==> src/rtl/skipadd_pkg.sv <==
package skipadd_pkg;
    // Default operand width.
    parameter int unsigned DEFAULT_W = 4;

    // Which path feeds the upper partial product in a step.
    typedef enum logic {
        PATH_BYPASS = 1'b0,
        PATH_SUM    = 1'b1
    } path_e;
endpackage

==> src/rtl/sa_ripple_add.sv <==
module sa_ripple_add #(
    parameter int unsigned W = 4
) (
    input  logic [W-1:0] x_i,
    input  logic [W-1:0] y_i,
    output logic [W:0]   sum_o
);
    logic [W:0] carry;

    assign carry[0] = 1'b0;

    for (genvar i = 0; i < W; i++) begin : g_fa
        assign sum_o[i]    = x_i[i] ^ y_i[i] ^ carry[i];
        assign carry[i+1]  = (x_i[i] & y_i[i]) | (carry[i] & (x_i[i] ^ y_i[i]));
    end

    assign sum_o[W] = carry[W];
endmodule

==> src/rtl/sa_bit_pick.sv <==
module sa_bit_pick #(
    parameter int unsigned W = 4
) (
    input  logic [W-1:0] sel_i,
    input  logic [W-1:0] bits_i,
    output logic         bit_o
);
    // AND-OR select by a one-hot vector; zero when nothing is selected.
    assign bit_o = |(sel_i & bits_i);
endmodule

==> src/rtl/sa_low_store.sv <==
module sa_low_store #(
    parameter int unsigned W = 4
) (
    input  logic         clk_i,
    input  logic         rst_i,
    input  logic         clr_i,
    input  logic [W-1:0] en_i,
    input  logic         din_i,
    output logic [W-1:0] q_o
);
    // One enabled cell per lower product bit; cells never shift.
    for (genvar i = 0; i < W; i++) begin : g_cell
        always_ff @(posedge clk_i) begin
            if (rst_i || clr_i) begin
                q_o[i] <= 1'b0;
            end else if (en_i[i]) begin
                q_o[i] <= din_i;
            end
        end
    end
endmodule

==> src/rtl/skipadd_mul.sv <==
module skipadd_mul
    import skipadd_pkg::*;
#(
    parameter int unsigned W = DEFAULT_W
) (
    input  logic           clk_i,
    input  logic           rst_i,
    input  logic           start_i,
    input  logic [W-1:0]   a_i,
    input  logic [W-1:0]   b_i,
    output logic [2*W-1:0] prod_o,
    output logic           done_o
);
    localparam int unsigned SW = W + 1;

    typedef struct packed {
        logic         busy;
        logic         done;
        logic [W-1:0] ring;
        logic [W-1:0] feeder;
        logic [W-1:0] a;
        logic [W-1:0] b;
    } state_t;

    state_t st_d, st_q;

    logic [SW-1:0] sum_w;
    logic [SW-1:0] bypass_w;
    logic [SW-1:0] chosen_w;
    logic          mbit_w;
    path_e         path_w;
    logic          clr_w;
    logic [W-1:0]  en_w;
    logic [W-1:0]  low_q;

    sa_ripple_add #(.W(W)) u_add (
        .x_i   (st_q.feeder),
        .y_i   (st_q.a),
        .sum_o (sum_w)
    );

    sa_bit_pick #(.W(W)) u_pick (
        .sel_i  (st_q.ring),
        .bits_i (st_q.b),
        .bit_o  (mbit_w)
    );

    sa_low_store #(.W(W)) u_low (
        .clk_i (clk_i),
        .rst_i (rst_i),
        .clr_i (clr_w),
        .en_i  (en_w),
        .din_i (chosen_w[0]),
        .q_o   (low_q)
    );

    // Bypass value: feeder with a zero carry position, same shift as the sum path.
    assign bypass_w = {1'b0, st_q.feeder};
    assign path_w   = mbit_w ? PATH_SUM : PATH_BYPASS;
    assign chosen_w = (path_w == PATH_SUM) ? sum_w : bypass_w;

    always_comb begin
        st_d      = st_q;
        st_d.done = 1'b0;
        clr_w     = 1'b0;
        en_w      = '0;
        if (st_q.busy) begin
            st_d.feeder = chosen_w[SW-1:1];
            en_w        = st_q.ring;
            st_d.ring   = st_q.ring << 1;
            if (st_q.ring[W-1]) begin
                st_d.busy = 1'b0;
                st_d.done = 1'b1;
            end
        end else if (start_i) begin
            st_d.busy   = 1'b1;
            st_d.a      = a_i;
            st_d.b      = b_i;
            st_d.feeder = '0;
            st_d.ring   = {{(W-1){1'b0}}, 1'b1};
            clr_w       = 1'b1;
        end
    end

    always_ff @(posedge clk_i) begin
        if (rst_i) begin
            st_q <= '0;
        end else begin
            st_q <= st_d;
        end
    end

    assign prod_o = {st_q.feeder, low_q};
    assign done_o = st_q.done;
endmodule

==> config.mk <==
export PLATFORM = sky130hd
export DESIGN_NAME = skipadd_mul
export DESIGN_NICKNAME = d
export VERILOG_FILES = /design/src/rtl/skipadd_pkg.sv /design/src/rtl/sa_ripple_add.sv /design/src/rtl/sa_bit_pick.sv /design/src/rtl/sa_low_store.sv /design/src/rtl/skipadd_mul.sv
export SDC_FILE = /design/constraint.sdc
export NUM_CORES = 1
export LEC_CHECK = 0
export BUFFER_PORTS_ARGS = -buffer_cell sky130_fd_sc_hd__buf_2
export CORE_MARGIN = 2
export CORE_UTILIZATION = 45
export DETAILED_ROUTE_END_ITERATION = 8
export GPL_TIMING_DRIVEN = 0
export PLACE_DENSITY_LB_ADDON = 0.25
export SLEW_MARGIN = 20
export SYNTH_ARGS = -nofsm -noshare
export SYNTH_HDL_FRONTEND = slang
export SYNTH_SLANG_ARGS = --single-unit
==> constraint.sdc <==
create_clock -name clk_i -period 2.1 [get_ports clk_i]
set_input_delay 0.315 -clock clk_i [delete_from_list [all_inputs] [get_ports clk_i]]
set_output_delay 0.315 -clock clk_i [all_outputs]
set_load 0.05 [all_outputs]
==> impl_metrics.py, run 1 <==
metrics = {
    "final_layout": {
        "seqCellArea_um2": 444,
        "num_antenna_cells": 0,
        "multi_input_area_um2": 513,
        "areaGrowthSynthToFinish_pct": 19.2,
        "drive_gt1_share_pct": 26.1,
        "fin_nets": 158,
        "final_area_um2": 1220,
        "fillers": 200,
    },
    "clocking": {
        "cts_buffers": 3,
        "cts_tree": "built",
        "cts.sinks": 22,
        "htreeDepth": 1,
        "clkLatencyLatePin_ns": 0.32,
        "clock_path_buffers": 2,
        "clk_pin_slew_ns": 0.13,
        "ctsRootBufferMaster": "clkbuf_4",
    },
    "logic_synthesis": {
        "synth.cell_area_um2": 1020,
        "synth_nets": 133,
        "ys_warn_count": 0,
        "seq_area_frac_synth_pct": 43.0,
        "synth_seq_cells": 22,
        "yosys.cell_types.count": 26,
        "syn_inst": 118,
        "avgSynthCellArea_um2": 8.68,
    },
    "power": {
        "leakage_uw": 0.000488,
        "ir_drop_mv": 0.441,
        "power_density_nw_per_um2": 722,
        "p_total_uw": 882,
    },
    "critical_path": {
        "worstSetupEndpointType": "register",
        "rr_startpoint": "prod_o[4]$_SDFFE_PP0P_",
        "r2r_slack_ns": 0.07,
        "worstRegToRegCells": 7,
        "start_kind": "register",
        "r2r-end": "prod_o[6]$_SDFFE_PP0P_",
        "arrival_ns": 2.30,
        "cp_max_fo": 3,
        "critical_path.startpoint": "prod_o[4]$_SDFFE_PP0P_",
        "path_class": "reg2reg",
        "required_ns": 2.37,
    },
    "route": {
        "drc_errors": 0,
        "vias_per_cell": 5.46,
        "drtIter0Drc": 29,
        "avgRoutedWirePerCell_um": 12.7,
        "drtAntennaViolNets": 0,
        "vias": 928,
        "dr.pass1.iters": 4,
        "postRouteWirelength_um": 2160,
    },
    "place": {
        "place.gp.congestion": 0.809,
        "place_area_um2": 1150,
        "io_buffers": 19,
        "hpwl_um": 1580,
    },
    "run": {
        "cap_viol_max_count": 0,
    },
    "global_route": {
        "gr-total-overflow": 0,
        "grt_max_degree": 14,
        "grt_usage_pct": 18.4,
        "antenna_found_initial": 0,
        "grt_pass1_wl_um": 3640,
        "first_global_vias": 781,
    },
    "die": {
        "initial_core_util_pct": 46.8,
        "ios": 20,
        "core_um2": 2190,
        "die_height_um": 51.7,
        "die_w_um": 51.7,
        "rows": 17,
        "dieArea_um2": 2670,
    },
    "sta": {
        "rsz0062_at_grt": "false",
        "fin_crit_sh_pct": 96.6,
        "period_needed_ns": 2.03,
        "report.final.slew_viol_count": 0,
        "final_hold_viol_count": 0,
        "fin_hold_ws_ns": 0.212,
        "finalSetupViolCount": 0,
        "fmax_ghz": 0.493,
        "relSlewSlack_pct": 66.7,
        "setup_tns_ns": 0,
        "fin_skew_ns": 0.00644,
        "tightestPinTransition_ns": 0.500,
    },
    "hold_path": {
        "whs_endpoint": "u_low.q_o[0]$_SDFFE_PP0P_",
        "min_path_type": "in2reg",
        "worstHoldStart": "rst_i",
        "min_path_cells": 2,
    },
    "run_status": {
        "status": "finished clean",
    },
}
## per-stage QoR
| step | cells | worst slack, ns | utilization (%) |
|---|---|---|---|
| after floorplan | 118 | 0.0860 | - |
| after global placement | 165 | 0.00715 | 52.7 |
| after detailed placement | 165 | -0.00904 | 52.7 |
| after CTS | 169 | 0.00285 | 55.2 |
| after global routing | 170 | 0.00985 | 55.7 |
| final | 170 | 0.0714 | 55.7 |
## registers in the layout (all words and copies together), names as in the netlist
name / flops
prod_o: 4
st_q: 13
done_o: 1
u_low.q_o: 4
## where the power goes
part / leakage [uW] / internal [uW] / switching [uW]
Sequential: 0.000180 / 434 / 16.6
Clock: 0.0000279 / 193 / 135
Combinational: 0.000280 / 40.0 / 63.2
## cell families after synthesis
family,after synthesis,share of synthesized area (%)
AO/OA/AOI/OAI,34,21.9
adder cells (fa/ha/maj),4,7.08
buffers and inverters,13,7.20
flip-flops,22,43.0
AND/OR/NAND/NOR,45,20.9
## placed cells by master, fill, tap and decap left out, drive strengths merged, types with 2 or more instances in the layout
master  count
fa          3
buf        27
a21oi      15
nand2      24
a22o        2
o21ai       4
a211oi      4
a311oi      2
dfxtp      22
nand2b      2
a21boi      4
nor4        8
a22oi       2
clkbuf      5
inv         4
nor2        3
nand3       3
nor2b       3
## layout make-up
type	count	share of cell area, %
Timing Repair Buffer	20	8.40
Clock inverter	1	2.46
Clock buffer	3	1.84
Buffer	9	4.82
Inverter	4	1.23
Tap cell	28	2.87
Sequential cell	22	36.4
Multi-Input combinational cell	83	42.0
## worst max-delay path by stage
stage	depth (start not counted)	end
after global routing	7	prod_o[6]$_SDFFE_PP0P_
after floorplan	7	prod_o[6]$_SDFFE_PP0P_
final	7	prod_o[6]$_SDFFE_PP0P_
after CTS	7	prod_o[6]$_SDFFE_PP0P_
after global placement	7	prod_o[6]$_SDFFE_PP0P_
after detailed placement	7	prod_o[6]$_SDFFE_PP0P_
## per-layer routing
layer | wire length (um) | GRT usage (%)
met2 | 989 | 27.6
met4 | 44 | 9.21
met1 | 998 | 25.6
met5 | 0 | 0
met3 | 126 | 2.87
## cells in the mapped netlist (all sizes together)
master,n,area (um^2)
a21boi,4,30.0
a211oi,4,30.0
nor3,1,5.00
nand3,3,15.0
a21oi,15,75.1
nand2,24,90.1
dfxtp,22,440
nand2b,2,15.0
nor2,3,11.3
inv,4,15.0
nor4,8,50.1
a22oi,2,25.0
ha,1,12.5
a311oi,2,17.5
fa,3,60.1
a22o,2,17.5
o21ai,4,20.0
a31o,1,8.76
buf,7,51.3
nor2b,3,18.8
nor4b,1,8.76
clkbuf,2,7.51
## what timing repair did
action,CTS,global route
resized for setup,1,2
hold buffers,0,0
setup buffers,0,1
setup endpoints to repair,1,1
## worst max-delay path: stages (launching register included)
cell and delay, ns:
dfxtp_4 0.37, ha_1 0.21, fa_2 0.34, fa_1 0.36, inv_1 0.07, fa_1 0.39
o21ai_0 0.08, a31o_2 0.16
No activity file was read; power rests on OpenSTA's default activity.
==> run 2, diff against run 1 <==
CORE_UTILIZATION = 35   (was 45)
==> impl_metrics.py, run 2 (same netlist as run 1, synthesis figures left out) <==
metrics = {
    "die": {
        "dieArea_um2": 3380,
        "initial_core_util_pct": 37.2,
        "die_height_um": 58.1,
        "core_um2": 2760,
        "rows": 19,
        "ios": 20,
        "die_w_um": 58.1,
    },
    "power": {
        "p_total_uw": 795,
        "ir_drop_mv": 0.307,
        "leakage_uw": 0.000479,
        "power_density_nw_per_um2": 657,
    },
    "final_layout": {
        "final_common_cell": "nand2_1",
        "areaGrowthSynthToFinish_pct": 18.2,
        "fillers": 294,
        "drive_gt1_share_pct": 26.8,
        "final_cells": 173,
        "most-common-layout-cells": "nand2_1 (24), buf_2 (21), dfxtp_1 (21), a21oi_1 (15), nor4_1 (8)",
        "largest-register": "st_q",
        "largest_register_ffs": 13,
        "fin_nets": 158,
        "num_antenna_cells": 0,
    },
    "sta": {
        "relSlewSlack_pct": 67.0,
        "fin_skew_ns": 0.00956,
        "final_hold_viol_count": 0,
        "finalSetupViolCount": 0,
        "rsz0062_at_grt": "false",
        "report.final.slew_viol_count": 0,
        "period_needed_ns": 1.98,
        "tightestPinTransition_ns": 0.495,
        "fin_hold_ws_ns": 0.208,
        "setup_ws_ns": 0.116,
        "fmax_ghz": 0.504,
        "fin_crit_sh_pct": 94.5,
    },
    "global_route": {
        "first_global_vias": 881,
        "grt_max_degree": 13,
        "grt_usage_pct": 15.3,
        "grt_pass1_wl_um": 3920,
        "antenna_found_initial": 0,
        "use_met3_pct": 2.01,
        "met1_usage_pct": 20.6,
        "gr-total-overflow": 0,
        "grt_busiest_layer": "met2",
        "grt.met2_usage_pct": 23.9,
    },
    "clocking": {
        "cts_buffers": 3,
        "cts.sinks": 22,
        "clk_pin_slew_ns": 0.13,
        "clkLatencyLatePin_ns": 0.32,
        "cts_tree": "built",
        "ctsRootBufferMaster": "clkbuf_4",
        "clock_path_buffers": 2,
        "htreeDepth": 1,
    },
    "critical_path": {
        "start_kind": "register",
        "arrival_ns": 2.25,
        "path_class": "reg2reg",
        "cp_max_fo": 2,
        "required_ns": 2.37,
        "worstSetupEndpointType": "register",
    },
    "run_status": {
        "status": "finished clean",
    },
    "route": {
        "drtAntennaViolNets": 0,
        "drc_errors": 0,
        "drtIter0Drc": 21,
        "dr.pass1.iters": 4,
        "vias_per_cell": 5.28,
        "postRouteWirelength_um": 2250,
        "avgRoutedWirePerCell_um": 13.0,
        "vias": 913,
    },
    "place": {
        "io_buffers": 19,
        "place.gp.congestion": 0.812,
        "dp_cells": 168,
        "dp_worst_setup_slack_ns": -0.0238,
        "hpwl_um": 1650,
    },
    "run": {
        "cap_viol_max_count": 0,
    },
    "hold_path": {
        "min_path_type": "in2reg",
    },
}
-- run 2: worst paths after layout --
path | from | to | slack (ns) | cells after the start
setup / recovery | prod_o[4]$_SDFFE_PP0P_ | prod_o[6]$_SDFFE_PP0P_ | 0.12 | 7
hold / removal | rst_i | u_low.q_o[0]$_SDFFE_PP0P_ | 0.21 | 2
setup reg to reg | prod_o[4]$_SDFFE_PP0P_ | prod_o[6]$_SDFFE_PP0P_ | 0.12 | 7
hold reg to reg | st_q[7]$_SDFFE_PP0P_ | st_q[7]$_SDFFE_PP0P_ | 0.47 | 2
-- run 2: cell type report --
| type | count | area (um^2) | share of cell area [%] |
|---|---|---|---|
| timing repair buffer | 20 | 103 | 8.47 |
| clock buffer | 4 | 36.3 | 3.00 |
| tap | 31 | 38.8 | 3.20 |
| sequential | 22 | 444 | 36.7 |
| buffer | 9 | 58.8 | 4.86 |
| multi-input combinational | 83 | 515 | 42.6 |
| inverter | 4 | 15.0 | 1.24 |
-- run 2: metal layers --
layer  vias to the layer above  share of wire (%)
met4                         0                1.9
li1                        463                  -
met3                         4                3.0
met5                         -                  0
met1                       429                 49
met2                        17                 46
-- run 2: worst max-delay path, stage by stage (launching register included) --
cell	delay, ns
dfxtp_4	0.36
ha_1	0.20
fa_2	0.34
fa_2	0.32
inv_1	0.07
fa_1	0.40
o21ai_0	0.08
a31o_2	0.16
-- run 2: stage by stage --
stage,setup TNS (ns),area (um^2),utilization [%]
finish,0,1210,43.9
global route,0,1210,43.9
CTS,0,1210,43.7
detailed placement,-0.0238,1160,42.0
global placement,-0.00565,1160,42.0
floorplan,0,1020,-
-- run 2: power by group --
group | leakage, uW | internal (uW) | switching (uW) | total [uW]
sequential | 0.000180 | 434 | 16.6 | 451
clock | 0.0000210 | 106 | 134 | 240
combinational | 0.000278 | 40.1 | 64.3 | 104
total | 0.000479 | 580 | 215 | 795
-- run 2: timing repair --
item,CTS,global route
hold buffers,0,0
gates resized for setup,2,2
endpoints found under the setup margin,1,1
buffers inserted,1,0
pin swaps,0,0
